--- config.mk ---
export PLATFORM = sky130hd
export DESIGN_NAME = usr_cons_shreg
export DESIGN_NICKNAME = d
export VERILOG_FILES = /design/src/rtl/usr_pkg.sv /design/src/rtl/usr_swap_cell.sv /design/src/rtl/usr_stuck_pt.sv /design/src/rtl/usr_sel4.sv /design/src/rtl/usr_stage.sv /design/src/rtl/usr_test_ctl.sv /design/src/rtl/usr_cons_shreg.sv
export SDC_FILE = /design/constraint.sdc
export NUM_CORES = 1
export LEC_CHECK = 0
export BUFFER_PORTS_ARGS = -buffer_cell sky130_fd_sc_hd__clkbuf_2
export CAP_MARGIN = 20
export CORE_UTILIZATION = 40
export CTS_CLUSTER_SIZE = 30
export DETAILED_ROUTE_END_ITERATION = 8
export PLACE_DENSITY = 0.58
export SYNTH_ARGS = -nofsm -noshare
export SYNTH_HDL_FRONTEND = slang
export SYNTH_SLANG_ARGS = --single-unit
--- constraint.sdc ---
create_clock -name clk -period 7.97 [get_ports clk]
set_clock_uncertainty 0.2 [all_clocks]
set_input_delay 0 -clock clk [delete_from_list [all_inputs] [get_ports clk]]
set_output_delay 0 -clock clk [all_outputs]
set_load 0.02 [all_outputs]
--- src/rtl/usr_pkg.sv ---
package usr_pkg;

    localparam int LINES_PER_STAGE = 4;
    localparam int OBS_PER_STAGE   = 9;
    localparam int OBS_TAIL        = 3;

    localparam int LN_SEL  = 0;
    localparam int LN_NEXT = 1;
    localparam int LN_STOR = 2;
    localparam int LN_OUT  = 3;

    typedef enum logic [2:0] {
        ST_RUN    = 3'd0,
        ST_PREP_Z = 3'd1,
        ST_CHK_Z  = 3'd2,
        ST_PREP_O = 3'd3,
        ST_CHK_O  = 3'd4
    } tst_state_e;

endpackage

--- src/rtl/usr_swap_cell.sv ---
module usr_swap_cell (
    input  logic a,
    input  logic b,
    input  logic c,
    output logic p,
    output logic q,
    output logic r
);
    // Controlled swap: a passes through, b and c trade places when a is high.
    assign p = a;
    assign q = (~a & b) ^ (a & c);
    assign r = (~a & c) ^ (a & b);
endmodule

--- src/rtl/usr_stuck_pt.sv ---
module usr_stuck_pt #(
    parameter int LW  = 4,
    parameter int IDX = 0
) (
    input  logic          i,
    input  logic          inj_en,
    input  logic [LW-1:0] inj_line,
    input  logic          inj_val,
    output logic          o
);
    localparam logic [LW-1:0] MY_IDX = LW'(IDX);

    assign o = (inj_en && (inj_line == MY_IDX)) ? inj_val : i;
endmodule

--- src/rtl/usr_sel4.sv ---
module usr_sel4 (
    input  logic       s0,
    input  logic       s1,
    input  logic       in0,
    input  logic       in1,
    input  logic       in2,
    input  logic       in3,
    output logic       s0_o,
    output logic       s1_o,
    output logic       d,
    output logic [2:0] g
);
    logic s0_mid;
    logic m01;
    logic m23;

    // The select lines fan out only through the pass output of each cell.
    usr_swap_cell u_lo (.a(s0),     .b(in0), .c(in1), .p(s0_mid), .q(m01), .r(g[0]));
    usr_swap_cell u_hi (.a(s0_mid), .b(in2), .c(in3), .p(s0_o),   .q(m23), .r(g[1]));
    usr_swap_cell u_top(.a(s1),     .b(m01), .c(m23), .p(s1_o),   .q(d),   .r(g[2]));
endmodule

--- src/rtl/usr_stage.sv ---
module usr_stage
    import usr_pkg::*;
#(
    parameter int LW   = 4,
    parameter int BASE = 0
) (
    input  logic                     clk,
    input  logic                     rst,
    input  logic                     en_i,
    input  logic                     s0_i,
    input  logic                     s1_i,
    input  logic                     c1,
    input  logic                     c2,
    input  logic                     rin,
    input  logic                     lin,
    input  logic                     pin,
    input  logic                     inj_en,
    input  logic [LW-1:0]            inj_line,
    input  logic                     inj_val,
    output logic                     en_o,
    output logic                     s0_o,
    output logic                     s1_o,
    output logic                     q_st,
    output logic                     q_o,
    output logic [OBS_PER_STAGE-1:0] obs
);
    logic [2:0] sel_g;
    logic       d_raw;
    logic       d_f;
    logic       qn_raw;
    logic       qn_f;
    logic       g1;
    logic       qreg;
    logic       q_tap;
    logic       out_raw;
    logic       g2;

    usr_sel4 u_sel (
        .s0(s0_i), .s1(s1_i),
        .in0(q_st), .in1(rin), .in2(lin), .in3(pin),
        .s0_o(s0_o), .s1_o(s1_o), .d(d_raw), .g(sel_g)
    );

    usr_stuck_pt #(.LW(LW), .IDX(BASE + LN_SEL)) u_f_sel (
        .i(d_raw), .inj_en(inj_en), .inj_line(inj_line), .inj_val(inj_val), .o(d_f)
    );

    // First storage cell: enable chooses between new data and the held bit.
    usr_swap_cell u_st1 (.a(en_i), .b(q_st), .c(d_f), .p(en_o), .q(qn_raw), .r(g1));

    usr_stuck_pt #(.LW(LW), .IDX(BASE + LN_NEXT)) u_f_next (
        .i(qn_raw), .inj_en(inj_en), .inj_line(inj_line), .inj_val(inj_val), .o(qn_f)
    );

    always_ff @(posedge clk) begin
        if (rst) qreg <= 1'b0;
        else     qreg <= qn_f;
    end

    usr_stuck_pt #(.LW(LW), .IDX(BASE + LN_STOR)) u_f_stor (
        .i(qreg), .inj_en(inj_en), .inj_line(inj_line), .inj_val(inj_val), .o(q_st)
    );

    // Second storage cell: the test controls on the spare inputs.
    usr_swap_cell u_st2 (.a(q_st), .b(c1), .c(c2), .p(q_tap), .q(out_raw), .r(g2));

    usr_stuck_pt #(.LW(LW), .IDX(BASE + LN_OUT)) u_f_out (
        .i(out_raw), .inj_en(inj_en), .inj_line(inj_line), .inj_val(inj_val), .o(q_o)
    );

    assign obs = {g2, q_o, q_tap, g1, qn_f, d_f, sel_g};
endmodule

--- src/rtl/usr_test_ctl.sv ---
module usr_test_ctl
    import usr_pkg::*;
#(
    parameter int NOBS = 39
) (
    input  logic            clk,
    input  logic            rst,
    input  logic            c1,
    input  logic            c2,
    input  logic [NOBS-1:0] obs,
    output logic            fault_flag
);
    tst_state_e state;
    tst_state_e state_nx;
    logic       any_one;
    logic       any_zero;

    assign any_one  = |obs;
    assign any_zero = ~&obs;

    always_comb begin
        state_nx = ST_RUN;
        unique case ({c1, c2})
            2'b00: state_nx = (state == ST_PREP_Z || state == ST_CHK_Z) ? ST_CHK_Z : ST_PREP_Z;
            2'b11: state_nx = (state == ST_PREP_O || state == ST_CHK_O) ? ST_CHK_O : ST_PREP_O;
            default: state_nx = ST_RUN;
        endcase
    end

    always_ff @(posedge clk) begin
        if (rst) state <= ST_RUN;
        else     state <= state_nx;
    end

    always_ff @(posedge clk) begin
        if (rst) begin
            fault_flag <= 1'b0;
        end else begin
            unique case (state)
                ST_CHK_Z: fault_flag <= any_one;
                ST_CHK_O: fault_flag <= any_zero;
                ST_RUN, ST_PREP_Z, ST_PREP_O: fault_flag <= 1'b0;
                default: fault_flag <= 1'b0;
            endcase
        end
    end
endmodule

--- src/rtl/usr_cons_shreg.sv ---
module usr_cons_shreg
    import usr_pkg::*;
#(
    parameter int WIDTH = 4,
    parameter int LW    = $clog2(LINES_PER_STAGE * WIDTH)
) (
    input  logic             clk,
    input  logic             rst,
    input  logic             en,
    input  logic [1:0]       mode,
    input  logic [WIDTH-1:0] par_in,
    input  logic             ser_l,
    input  logic             ser_r,
    input  logic [1:0]       tc,
    input  logic             inj_en,
    input  logic [LW-1:0]    inj_line,
    input  logic             inj_val,
    output logic [WIDTH-1:0] q_out,
    output logic             fault_flag
);
    localparam int NOBS = OBS_PER_STAGE * WIDTH + OBS_TAIL;

    logic [WIDTH:0]     en_ch;
    logic [WIDTH:0]     s0_ch;
    logic [WIDTH:0]     s1_ch;
    logic [WIDTH-1:0]   q_st;
    logic [NOBS-1:0]    obs;

    assign en_ch[0] = en;
    assign s0_ch[0] = mode[0];
    assign s1_ch[0] = mode[1];

    for (genvar i = 0; i < WIDTH; i++) begin : g_stage
        logic rin;
        logic lin;

        if (i == WIDTH - 1) begin : g_rtop
            assign rin = ser_r;
        end else begin : g_rmid
            assign rin = q_st[i+1];
        end

        if (i == 0) begin : g_lbot
            assign lin = ser_l;
        end else begin : g_lmid
            assign lin = q_st[i-1];
        end

        usr_stage #(.LW(LW), .BASE(LINES_PER_STAGE * i)) u_stg (
            .clk(clk), .rst(rst),
            .en_i(en_ch[i]), .s0_i(s0_ch[i]), .s1_i(s1_ch[i]),
            .c1(tc[1]), .c2(tc[0]),
            .rin(rin), .lin(lin), .pin(par_in[i]),
            .inj_en(inj_en), .inj_line(inj_line), .inj_val(inj_val),
            .en_o(en_ch[i+1]), .s0_o(s0_ch[i+1]), .s1_o(s1_ch[i+1]),
            .q_st(q_st[i]), .q_o(q_out[i]),
            .obs(obs[OBS_PER_STAGE*i +: OBS_PER_STAGE])
        );
    end

    assign obs[NOBS-1 -: OBS_TAIL] = {en_ch[WIDTH], s0_ch[WIDTH], s1_ch[WIDTH]};

    usr_test_ctl #(.NOBS(NOBS)) u_ctl (
        .clk(clk), .rst(rst), .c1(tc[1]), .c2(tc[0]),
        .obs(obs), .fault_flag(fault_flag)
    );
endmodule

==> summary.md <==
| Metric | Value |
|---|---|
| Antenna Nets Post-Route | `0` |
| DIE AREA | `3919 µm²` |
| Most frequent CP cell | `or4_1` |
| Synth Register Bits | `8` |
| Max stage delay on crit path | `530 ps` |
| Initial antenna violation count | `0` |
| Final instance area | `about 1600 µm²` |
| Root buf cell | `clkbuf_4` |
| Synth cell types | `between 50 and 60` |
| Placeable core region | `approximately 3400 µm²` |
| P_int | `88.38 µW` |
| Net Count, Synth | `239` |
| Slew @ Worst Pin | `just under 700 ps` |
| Final setup viols | `0` |
| Vias in the first global route | `~1500` |
| Pwr/cell area | `97.10 nW/µm²` |
| Post-Syn Area | `approximately 1500 µm²` |
| CP Launch Point | `g_stage[2].u_stg.qreg$_SDFF_PP0_` |
| Layout Nets | `between 200 and 250` |
| Reg2reg setup slack | `between 4000 and 5000 ps` |
| First-pass GRT wire length | `roughly 7.3 mm` |
| Die X | `62.60 µm` |
| Period utilisation layout | `a little over 40%` |
| Fin util | `46.26%` |
| CTS Buf Count | `3` |
| Antenna diode count | `0` |
| DRT iter0 DRCs | `153` |
| Status | `finished clean` |
| R2R Path Start | `g_stage[2].u_stg.qreg$_SDFF_PP0_` |
| CP delay by family, top | `simple AND/OR/NAND/NOR gates` |
| Largest net degree at the start of global routing | `20` |
| Hold EP | `u_ctl.state[0]$_SDFF_PP0_` |
| Clk pwr share | `between 10% and 20%` |
| Hold wc startpoint | `tc[0]` |
| Layout cells sized above 1 | `around 15%` |
| Final period demand of the worst path | `3242 ps` |
| Switching power | `approximately 65 µW` |
| DRC Markers | `0` |
| Critical path class | `flop to flop` |
| Final GP Congestion | `0.9521` |
| Ys Warns | `0` |
| Final WL | `~4.5 mm` |
| Gr ovfl total | `0` |
| CTS tree | `built` |
| Die Height | `roughly 63 µm` |
| Clk Latency, worst-skew pair | `about 250 ps` |
| Top_reg_cell synth | `dfxtp_1` |
| Drt via density | `roughly 6.5` |
| Reg-to-Reg End | `u_ctl.fault_flag$_SDFF_PP0_` |
| Filler cell count | `roughly 360` |
| Worst Setup End Kind | `flop` |
| 1st-pass router iterations | `6` |
| LEAKAGE | `0.0005945 µW` |
| H-tree Lvls | `1` |
| Post-cts resize count | `0` |
| Io pins | `24` |
| Sw frac | `about 42%` |
| Cell Chain, Critical Path | `mux2i_1 -> mux4_2 -> or4_1 -> or4_1 -> or4_1 -> a22o_1` |
| Max Clock Freq | `just over 0.3 GHz` |
| Comb power frac | `roughly half` |
| Worst path arrival time | `3190 ps` |
| Area grow syn2layout | `7.581%` |
| Number of max-cap violations | `0` |
| Clk sinks | `8` |
| Setup_tns | `0 ps` |
| CTS Buffer Depth | `2` |
| Sequential power share | `between 30% and 40%` |
| Avg Cell Area, Syn | `between 6 and 7 µm²` |
| Starting density of the core | `43.00%` |
| Gr usage total | `23.67%` |
| Placement Cell Area | `1548 µm²` |
| Peak supply drop | `0.09355 mV` |
| Routed wire per std cell | `16.45 µm` |
| Port bufs | `23` |
| Worst-path clk slew | `approximately 50 ps` |
| Unrepaired setup endpoints after global routing | `false` |
| DR vias | `1763` |
| R2R cell count | `6` |
| Critical path fanouts, max | `6` |
| Min-Delay Path Depth | `4` |
| EDFF count, synth | `0` |
| Max transition margin | `a little over half` |
| Final HPWL DP | `around 3.4 mm` |
| Async SR Flop Fraction | `0%` |
| Rows | `21` |
| Sequential share of the synthesized area | `a little over a tenth` |
| Min-Delay Path Class | `primary input to flop` |
| Crit-path slowest cell | `or4_1` |
| Final Hold Viols | `0` |
| Post-Syn Instances | `around 220` |
| Crit path required time | `just under 8000 ps` |
| Worst setup SP type | `flop` |
| Fin. max-slew vios | `0` |
| Sum of buffers and inverters on the critical path | `0` |
[through the flow]
step | setup slack, ps | cells | total power [µW] | hold slack (ps)
after floorplan | 4989 | 218 | 103.6 | 95.13
after global placement | 4533 | 268 | 123.3 | 103.1
after detailed placement | 4553 | 268 | 121.5 | 104.1
after CTS | 4758 | 272 | 153.2 | 40.18
after global routing | 4655 | 272 | 166.7 | 65.96
final | 4728 | 272 | 153.4 | 54.89
[layer usage]
layer  track usage, %  vias up  share of wire [%]
li1                 -      833                  -
met1            29.20      803                 42
met2            37.23      102                 45
met3            4.380       25                8.4
met4            15.70        0                5.3
met5                0        -                  0
[worst register-to-register path, cell delays in order (launching register included)]
cell and delay (ps):
dfxtp_1 500, mux2i_1 200, mux4_2 520, or4_1 510, or4_1 530, or4_1 490
a22o_1 190
[power groups by stage]
stage / clock (µW) / combinational, µW / sequential, µW
6_report: 30.1 / 76.8 / 46.6
5_1_grt: 35.7 / 84.3 / 46.7
4_1_cts: 31.8 / 75.2 / 46.3
3_5_place_dp: 0 / 74.5 / 47.0
3_3_place_gp: 0 / 76.1 / 47.2
2_1_floorplan: 0 / 58.2 / 45.4
[state kept, by name, summed over array words and instances, names as in the netlist]
name                cells
u_ctl.fault_flag        1
u_ctl.state             3
g_stage.u_stg.qreg      4
[worst max path at each step]
stage                                   to  cells after the start
2_1_floorplan  u_ctl.fault_flag$_SDFF_PP0_                      9
3_3_place_gp   u_ctl.fault_flag$_SDFF_PP0_                      9
3_5_place_dp   u_ctl.fault_flag$_SDFF_PP0_                      9
5_1_grt        u_ctl.fault_flag$_SDFF_PP0_                      6
4_1_cts        u_ctl.fault_flag$_SDFF_PP0_                      6
6_report       u_ctl.fault_flag$_SDFF_PP0_                      6
[layout by cell type (no fill, tap or decap), types with 2 or more instances in the layout]
| master | Yosys | routed |
|---|---|---|
| clkbuf_2 | 0 | 23 |
| nor2_1 | 21 | 21 |
| nand2_1 | 21 | 21 |
| o21ai_0 | 16 | 16 |
| mux2i_1 | 12 | 12 |
| inv_1 | 10 | 10 |
| a21oi_1 | 10 | 10 |
| nand3_1 | 9 | 9 |
| a31oi_1 | 9 | 9 |
| dfxtp_1 | 8 | 8 |
| nor4_1 | 6 | 6 |
| nor3_1 | 5 | 5 |
| nand2b_1 | 5 | 5 |
| nand4_1 | 5 | 5 |
| nor2b_1 | 4 | 4 |
| nor4b_1 | 4 | 4 |
| or4_1 | 4 | 4 |
| o211ai_1 | 3 | 3 |
| xnor2_1 | 3 | 3 |
| o2111ai_1 | 3 | 3 |
| clkbuf_4 | 0 | 3 |
| nor2b_4 | 2 | 2 |
| or2_2 | 2 | 2 |
| xor2_1 | 2 | 2 |
| a311o_1 | 2 | 2 |
| o31ai_1 | 2 | 2 |
| nor3b_1 | 2 | 2 |
| o21a_1 | 2 | 2 |
| a22o_1 | 2 | 2 |
| and3_1 | 2 | 2 |
| ha_1 | 2 | 2 |
[synth_stat cells (all sizes together), types with 6 or more instances]
| master | instances | area share (%) |
|---|---|---|
| inv | 10 | 2.6 |
| nor2b | 6 | 3.6 |
| clkbuf | 9 | 2.3 |
| nand2 | 21 | 5.4 |
| nor2 | 21 | 5.4 |
| o21ai | 16 | 5.5 |
| buf | 10 | 4.1 |
| mux2i | 12 | 8.2 |
| nor4 | 6 | 2.6 |
| nand3 | 9 | 3.1 |
| dfxtp | 8 | 11 |
| a31oi | 9 | 3.8 |
| a21oi | 10 | 3.4 |
[timing repair]
action                    CTS  global route
hold endpoints to repair    8             0
hold buffers                1             0
buffers inserted            0             0
[logic make-up (layout without fill, tap and decap cells)]
family	count (synthesis)	after routing	share of synthesized area (%)
adder cells (fa/ha/maj)	2	2	1.703
buffers and inverters	29	37	8.944
AND/OR/NAND/NOR	100	100	37.99
flip-flops	8	8	10.90
AO/OA/AOI/OAI	60	60	27.00
multiplexers	14	14	10.48
XOR/XNOR	5	5	2.982
[cell type report]
cell class	count	area [µm²]	area share [%]
multi-input combinational	181	1177	74.50
sequential	8	160.2	10.13
timing repair buffer	24	125.1	7.918
tap	46	57.56	3.642
inverter	10	37.54	2.375
clock buffer	3	22.52	1.425
Note: power is estimated with default switching activity, not from simulation.
